===== src/rtl/scl_timer_pkg.sv =====
package scl_timer_pkg;

  parameter int REG_W   = 16;
  parameter int FIELD_W = 5;
  parameter int PRE_W   = 3;
  parameter int DIV_W   = 2;
  parameter int COEF_W  = 3;

  // Bit positions within the timing words
  localparam int HS_SETUP_LSB = 0;
  localparam int HS_HIGH_LSB  = HS_SETUP_LSB + FIELD_W;
  localparam int HS_HOLD_LSB  = HS_HIGH_LSB + FIELD_W;
  localparam int HS_MODE_BIT  = 15;
  localparam int STD_DIV_LSB  = 0;
  localparam int STD_BYP_BIT  = STD_DIV_LSB + DIV_W;
  localparam int STD_COEF_LSB = STD_BYP_BIT + 1;
  localparam int STD_PRE_LSB  = STD_COEF_LSB + COEF_W;

  typedef enum logic [1:0] {
    PH_IDLE  = 2'd0,
    PH_SETUP = 2'd1,
    PH_HIGH  = 2'd2,
    PH_HOLD  = 2'd3
  } phase_e;

  typedef struct packed {
    logic [PRE_W-1:0]   pre;
    logic [DIV_W-1:0]   div;
    logic               bypass;
    logic [FIELD_W-1:0] len_setup;
    logic [FIELD_W-1:0] len_high;
    logic [FIELD_W-1:0] len_hold;
  } timing_t;

endpackage


===== src/rtl/scl_cfg_decode.sv =====
module scl_cfg_decode
  import scl_timer_pkg::*;
(
  input  logic [REG_W-1:0] std_cfg_i,
  input  logic [REG_W-1:0] hs_cfg_i,
  output timing_t          timing_o
);

  logic [FIELD_W-1:0] std_len;
  logic [FIELD_W-1:0] raw_len [3];
  logic [FIELD_W-1:0] min_len [3];
  logic               fast_mode;

  assign fast_mode = hs_cfg_i[HS_MODE_BIT];
  assign std_len   = FIELD_W'(std_cfg_i[STD_COEF_LSB +: COEF_W]) + FIELD_W'(1);

  // Index 0 = setup, 1 = high, 2 = hold; fields are packed contiguously
  for (genvar g = 0; g < 3; g++) begin : g_field
    assign raw_len[g] = hs_cfg_i[HS_SETUP_LSB + g*FIELD_W +: FIELD_W];
    assign min_len[g] = (raw_len[g] == '0) ? FIELD_W'(1) : raw_len[g];
  end

  always_comb begin
    timing_o.pre       = std_cfg_i[STD_PRE_LSB +: PRE_W];
    timing_o.div       = std_cfg_i[STD_DIV_LSB +: DIV_W];
    timing_o.bypass    = std_cfg_i[STD_BYP_BIT];
    timing_o.len_setup = fast_mode ? min_len[0] : std_len;
    timing_o.len_high  = fast_mode ? min_len[1] : std_len;
    timing_o.len_hold  = fast_mode ? min_len[2] : std_len;
  end

endmodule


===== src/rtl/scl_tick_gen.sv =====
module scl_tick_gen
  import scl_timer_pkg::*;
(
  input  logic             clk,
  input  logic             rst_n,
  input  logic             en_i,
  input  logic [PRE_W-1:0] pre_i,
  input  logic [DIV_W-1:0] div_i,
  input  logic             bypass_i,
  output logic             tick_o
);

  logic [PRE_W-1:0] pcnt_q, pcnt_d;
  logic [DIV_W-1:0] dcnt_q, dcnt_d;
  logic             pre_hit;
  logic             div_hit;

  assign pre_hit = en_i && (pcnt_q == pre_i);
  assign div_hit = bypass_i || (dcnt_q == div_i);
  assign tick_o  = pre_hit && div_hit;

  always_comb begin
    pcnt_d = pcnt_q;
    dcnt_d = dcnt_q;
    if (!en_i) begin
      pcnt_d = '0;
      dcnt_d = '0;
    end else if (pre_hit) begin
      pcnt_d = '0;
      dcnt_d = div_hit ? '0 : dcnt_q + DIV_W'(1);
    end else begin
      pcnt_d = pcnt_q + PRE_W'(1);
    end
  end

  always_ff @(posedge clk or negedge rst_n) begin
    if (!rst_n) begin
      pcnt_q <= '0;
      dcnt_q <= '0;
    end else begin
      pcnt_q <= pcnt_d;
      dcnt_q <= dcnt_d;
    end
  end

endmodule


===== src/rtl/scl_phase_seq.sv =====
module scl_phase_seq
  import scl_timer_pkg::*;
(
  input  logic    clk,
  input  logic    rst_n,
  input  logic    run_i,
  input  logic    tick_i,
  input  timing_t timing_i,
  output timing_t timing_q_o,
  output phase_e  phase_o,
  output logic    shift_o,
  output logic    sample_o
);

  phase_e             ph_q, ph_d;
  logic [FIELD_W-1:0] cnt_q, cnt_d;
  timing_t            cfg_q, cfg_d;
  logic               shift_q, shift_d;
  logic               sample_q, sample_d;
  logic [FIELD_W-1:0] cur_len;
  logic [FIELD_W-1:0] half_high;
  logic [FIELD_W-1:0] cnt_inc;

  assign half_high = cfg_q.len_high >> 1;
  assign cnt_inc   = cnt_q + FIELD_W'(1);

  always_comb begin
    case (ph_q)
      PH_SETUP: cur_len = cfg_q.len_setup;
      PH_HIGH:  cur_len = cfg_q.len_high;
      PH_HOLD:  cur_len = cfg_q.len_hold;
      default:  cur_len = FIELD_W'(1);
    endcase
  end

  always_comb begin
    ph_d     = ph_q;
    cnt_d    = cnt_q;
    cfg_d    = cfg_q;
    shift_d  = 1'b0;
    sample_d = 1'b0;
    if (!run_i) begin
      ph_d  = PH_IDLE;
      cnt_d = '0;
    end else if (ph_q == PH_IDLE) begin
      ph_d    = PH_SETUP;
      cnt_d   = '0;
      cfg_d   = timing_i;
      shift_d = 1'b1;
    end else if (tick_i) begin
      if (cnt_inc == cur_len) begin
        cnt_d = '0;
        case (ph_q)
          PH_SETUP: begin
            ph_d     = PH_HIGH;
            sample_d = (half_high == '0);
          end
          PH_HIGH:  ph_d = PH_HOLD;
          default: begin
            ph_d    = PH_SETUP;
            cfg_d   = timing_i;
            shift_d = 1'b1;
          end
        endcase
      end else begin
        cnt_d    = cnt_inc;
        sample_d = (ph_q == PH_HIGH) && (cnt_inc == half_high);
      end
    end
  end

  always_ff @(posedge clk or negedge rst_n) begin
    if (!rst_n) begin
      ph_q     <= PH_IDLE;
      cnt_q    <= '0;
      cfg_q    <= '0;
      shift_q  <= 1'b0;
      sample_q <= 1'b0;
    end else begin
      ph_q     <= ph_d;
      cnt_q    <= cnt_d;
      cfg_q    <= cfg_d;
      shift_q  <= shift_d;
      sample_q <= sample_d;
    end
  end

  assign timing_q_o = cfg_q;
  assign phase_o    = ph_q;
  assign shift_o    = shift_q;
  assign sample_o   = sample_q;

endmodule


===== src/rtl/scl_phase_timer.sv =====
module scl_phase_timer
  import scl_timer_pkg::*;
(
  input  logic             clk,
  input  logic             rst_n,
  input  logic             run_i,
  input  logic [REG_W-1:0] std_cfg_i,
  input  logic [REG_W-1:0] hs_cfg_i,
  output logic             scl_o,
  output logic             sda_shift_o,
  output logic             sda_sample_o
);

  timing_t timing_new;
  timing_t cfg_q;
  phase_e  phase;
  logic    tick;

  scl_cfg_decode u_decode (
    .std_cfg_i (std_cfg_i),
    .hs_cfg_i  (hs_cfg_i),
    .timing_o  (timing_new)
  );

  scl_phase_seq u_seq (
    .clk        (clk),
    .rst_n      (rst_n),
    .run_i      (run_i),
    .tick_i     (tick),
    .timing_i   (timing_new),
    .timing_q_o (cfg_q),
    .phase_o    (phase),
    .shift_o    (sda_shift_o),
    .sample_o   (sda_sample_o)
  );

  scl_tick_gen u_tick (
    .clk      (clk),
    .rst_n    (rst_n),
    .en_i     (phase != PH_IDLE),
    .pre_i    (cfg_q.pre),
    .div_i    (cfg_q.div),
    .bypass_i (cfg_q.bypass),
    .tick_o   (tick)
  );

  assign scl_o = (phase == PH_IDLE) || (phase == PH_HIGH);

endmodule


===== config.mk =====
export PLATFORM = sky130hd
export DESIGN_NAME = scl_phase_timer
export DESIGN_NICKNAME = d
export VERILOG_FILES = /design/src/rtl/scl_timer_pkg.sv /design/src/rtl/scl_cfg_decode.sv /design/src/rtl/scl_tick_gen.sv /design/src/rtl/scl_phase_seq.sv /design/src/rtl/scl_phase_timer.sv
export SDC_FILE = /design/constraint.sdc
export NUM_CORES = 1
export LEC_CHECK = 0
export ABC_CLOCK_PERIOD_IN_PS = 3450
export BUFFER_PORTS_ARGS = -buffer_cell sky130_fd_sc_hd__buf_2
export CORE_MARGIN = 1.5
export CORE_UTILIZATION = 56
export CTS_CLUSTER_SIZE = 40
export DETAILED_ROUTE_END_ITERATION = 6
export PLACE_DENSITY = 0.86
export SYNTH_ARGS = -nofsm -noshare
export SYNTH_HDL_FRONTEND = slang
export SYNTH_HIERARCHICAL = 1
export SYNTH_SLANG_ARGS = --single-unit

===== constraint.sdc =====
create_clock -name clk -period 3.45 [get_ports clk]
set_clock_uncertainty 0.1 [all_clocks]
set_input_delay 0.69 -clock clk [delete_from_list [all_inputs] [get_ports clk]]
set_output_delay 0.69 -clock clk [all_outputs]
set_load 0.005 [all_outputs]

==> metrics.txt <==
outcome completed; most common cell after layout, fill and taps aside dfrtp_1; critical path required time 3.53 ns; count of cell types in the netlist 45; Worst Path Class, Setup reg2reg; Max Freq 334 MHz; Worst EP arrival roughly 3.1 ns; I/O pin count 38; Final min period 3.00 ns; iteration count of the initial detailed-routing pass 4; power per cell area 824 nW/um^2; Seq. cell area 876 um^2; #FFs+latches synth 35; Synth area leader dfrtp_1; hold buffer count at cts 0; GR peak layer met2; gr usage total 21.6%; fin util 66.2%; largest net degree at the start of global routing 36; total CTS buffers 5; initial drt markers 96; number of global-route vias before repair 1545; Post-Syn Area per Cell between 10 and 15 um^2; final wirelength 4.16 mm; GR Layer Usage met1 28.3%; DR DRC count 0; Worst Reg2Reg Path Length in Cells 8; CORE AREA roughly 3700 um^2; yosys warns 6; layout cell share with drive strength beyond 1 between 30% and 40%; vias ~1600; row count 22; Port Buffers 30; Gate Count Post-Synth 196; syn nets between 200 and 250; Most used DFF post-synth dfrtp_1; multi-input logic area 1200 um^2; Setup Viol. Count Final 0; detailed placement HPWL 3.11 mm; Diodes inserted 0; Final TNS setup 0 ns; Leak Pwr 1.20 nW; H-tree Lvls 2; # fillers 321; post-route ant nets 0; post-DR vias/cell 5.78; Hold Vio Cnt, Final 0; number of setup buffers added after CTS 0; CTS Sinks 35; GRT Residual Overflow 0; Max Slew Vio Count 0; Crit Reg-Reg Startpoint u_seq/phase_o[0]$_DFFE_PN0P_; CTS max path bufs 2; Least-Margin Pin Slew around 0.75 ns; maxcap violations 0; TritonCTS clock tree yes; CTS resizes 0; DIE HEIGHT 65.7 um; CP startpoint kind flop; worst hold path type in2async; nets 266; Area contributors post-synth dfrtp_1, mux2_4, ha_1; R2R Setup Slk 0.45 ns; routing usage on met3 5.14%; Clock Latency Late Sink 0.29 ns; post-synth top area share 39.7%; CP Max Fanout 21; FF-to-FF End u_seq/timing_q_o[6]$_DFFE_PN0P_; initial core utilization 59.3%; Worst setup EP type flop; post-synthesis sequential area ratio 39.7%; commonest non-fill, non-tap cells in the layout dfrtp_1, buf_2, mux2_4, nand2_1, xnor2_1; antenna violations before repair 0; ys async rst share 100%; unrepaired setup endpoints after global routing no; Avg WL per Cell 15.4 um; Worst VDD drop roughly 0.00040 V; Layout area overhead 11.6%; Post-Syn Area 2200 um^2; Root Driver clkbuf_8; met2 Usage GRT 34.6%; DIE AREA 4320 um^2; Worst slew margin 50.0%; first-pass GRT wire length 7.02 mm; Die W 65.7 um; fin crit share 86.8%; Post-synth EDFFs 0; clock transition at the registers of the reported paths 0.08 ns; RePlAce Congestion 0.830
## registers in the layout, indices dropped and copies added, names as in the netlist
| name | flops |
|---|---|
| u_seq/timing_q_o | 21 |
| u_seq/sample_o | 1 |
| u_seq/phase_o | 2 |
| u_seq/shift_o | 1 |
| u_tick/pcnt_q | 3 |
| u_seq/cnt_q | 5 |
| u_tick/dcnt_q | 2 |
## critical path: stages, from the launching register on
cell,delay (ns)
dfrtp_1,0.46
inv_1,0.12
ha_1,0.30
a222oi_1,0.53
xnor2_1,0.18
a211o_4,0.41
a41oi_4,0.21
buf_12,0.23
mux2_2,0.35
## through the flow
stage / total power [mW] / setup slack, ns / cells / hold slack (ns) / area [um^2]
2_1_floorplan: 1.47 / 0.858 / 196 / 0.294 / 2200
3_3_place_gp: 1.61 / 0.582 / 263 / 0.377 / 2350
3_5_place_dp: 1.66 / 0.463 / 263 / 0.375 / 2350
4_1_cts: 2.04 / 0.429 / 271 / 0.386 / 2460
5_1_grt: 2.16 / 0.289 / 271 / 0.408 / 2460
6_report: 2.03 / 0.454 / 271 / 0.360 / 2460
## metal layers
layer / vias up / wire [um]
met1: 750 / 1910
met2: 60 / 1960
met3: 7 / 213
met5: - / 0
li1: 749 / -
met4: 0 / 72
## where the power goes
group          switching, mW  internal (mW)
combinational          0.430          0.520
clock                  0.155          0.215
sequential             0.140          0.568
total                  0.725           1.30
## cell type report
type / instances / area share [%]
multi-input cells: 139 / 49.0
flip-flops and latches: 35 / 35.6
repair buffers: 31 / 6.91
clock buffers: 5 / 2.80
well taps: 48 / 2.44
clock inverters: 3 / 1.78
inverters: 10 / 1.53
## cell families (layout without fill, tap and decap cells)
group	Yosys count	in the layout	share of synthesized area, %
AOI/OAI and AO/OA	28	28	11.2
xor gates and xnor gates	17	17	6.75
adders and majority gates	9	9	5.11
buffers and inverters	22	49	5.62
DFF	35	35	39.7
muxes	27	27	16.9
and+or+nand+nor	58	58	14.7
## worst max-delay path by stage
| stage | startpoint | end | slack [ns] | cells past startpoint |
|---|---|---|---|---|
| after CTS | u_seq/phase_o[0]$_DFFE_PN0P_ | u_seq/timing_q_o[6]$_DFFE_PN0P_ | 0.43 | 8 |
| after global routing | u_seq/phase_o[0]$_DFFE_PN0P_ | u_seq/timing_q_o[6]$_DFFE_PN0P_ | 0.29 | 9 |
| after global placement | u_seq/phase_o[0]$_DFFE_PN0P_ | u_seq/timing_q_o[6]$_DFFE_PN0P_ | 0.58 | 8 |
| after floorplan | u_seq/cnt_q[0]$_DFFE_PN0P_ | u_seq/timing_q_o[0]$_DFFE_PN0P_ | 0.86 | 9 |
| final | u_seq/phase_o[0]$_DFFE_PN0P_ | u_seq/timing_q_o[6]$_DFFE_PN0P_ | 0.45 | 8 |
| after detailed placement | u_seq/phase_o[0]$_DFFE_PN0P_ | u_seq/timing_q_o[6]$_DFFE_PN0P_ | 0.46 | 8 |
## cells in the mapped netlist (2+ instances only)
| cell | number |
|---|---|
| dfrtp_1 | 35 |
| mux2_4 | 20 |
| nand2_1 | 18 |
| xnor2_1 | 12 |
| inv_1 | 10 |
| ha_1 | 9 |
| buf_4 | 6 |
| a31oi_1 | 5 |
| mux2i_1 | 5 |
| nand2b_1 | 5 |
| nand3_1 | 5 |
| xor2_1 | 5 |
| a21oi_1 | 4 |
| a222oi_1 | 4 |
| nor2_1 | 4 |
| a22o_1 | 3 |
| and2_1 | 3 |
| buf_2 | 3 |
| nor2b_1 | 3 |
| nor3b_1 | 3 |
| o21ai_0 | 3 |
| or4_1 | 3 |
| buf_6 | 2 |
| mux2_2 | 2 |
| nand4_1 | 2 |
| nand4b_1 | 2 |
| nor4_1 | 2 |
(Power assumes the default switching activity.)
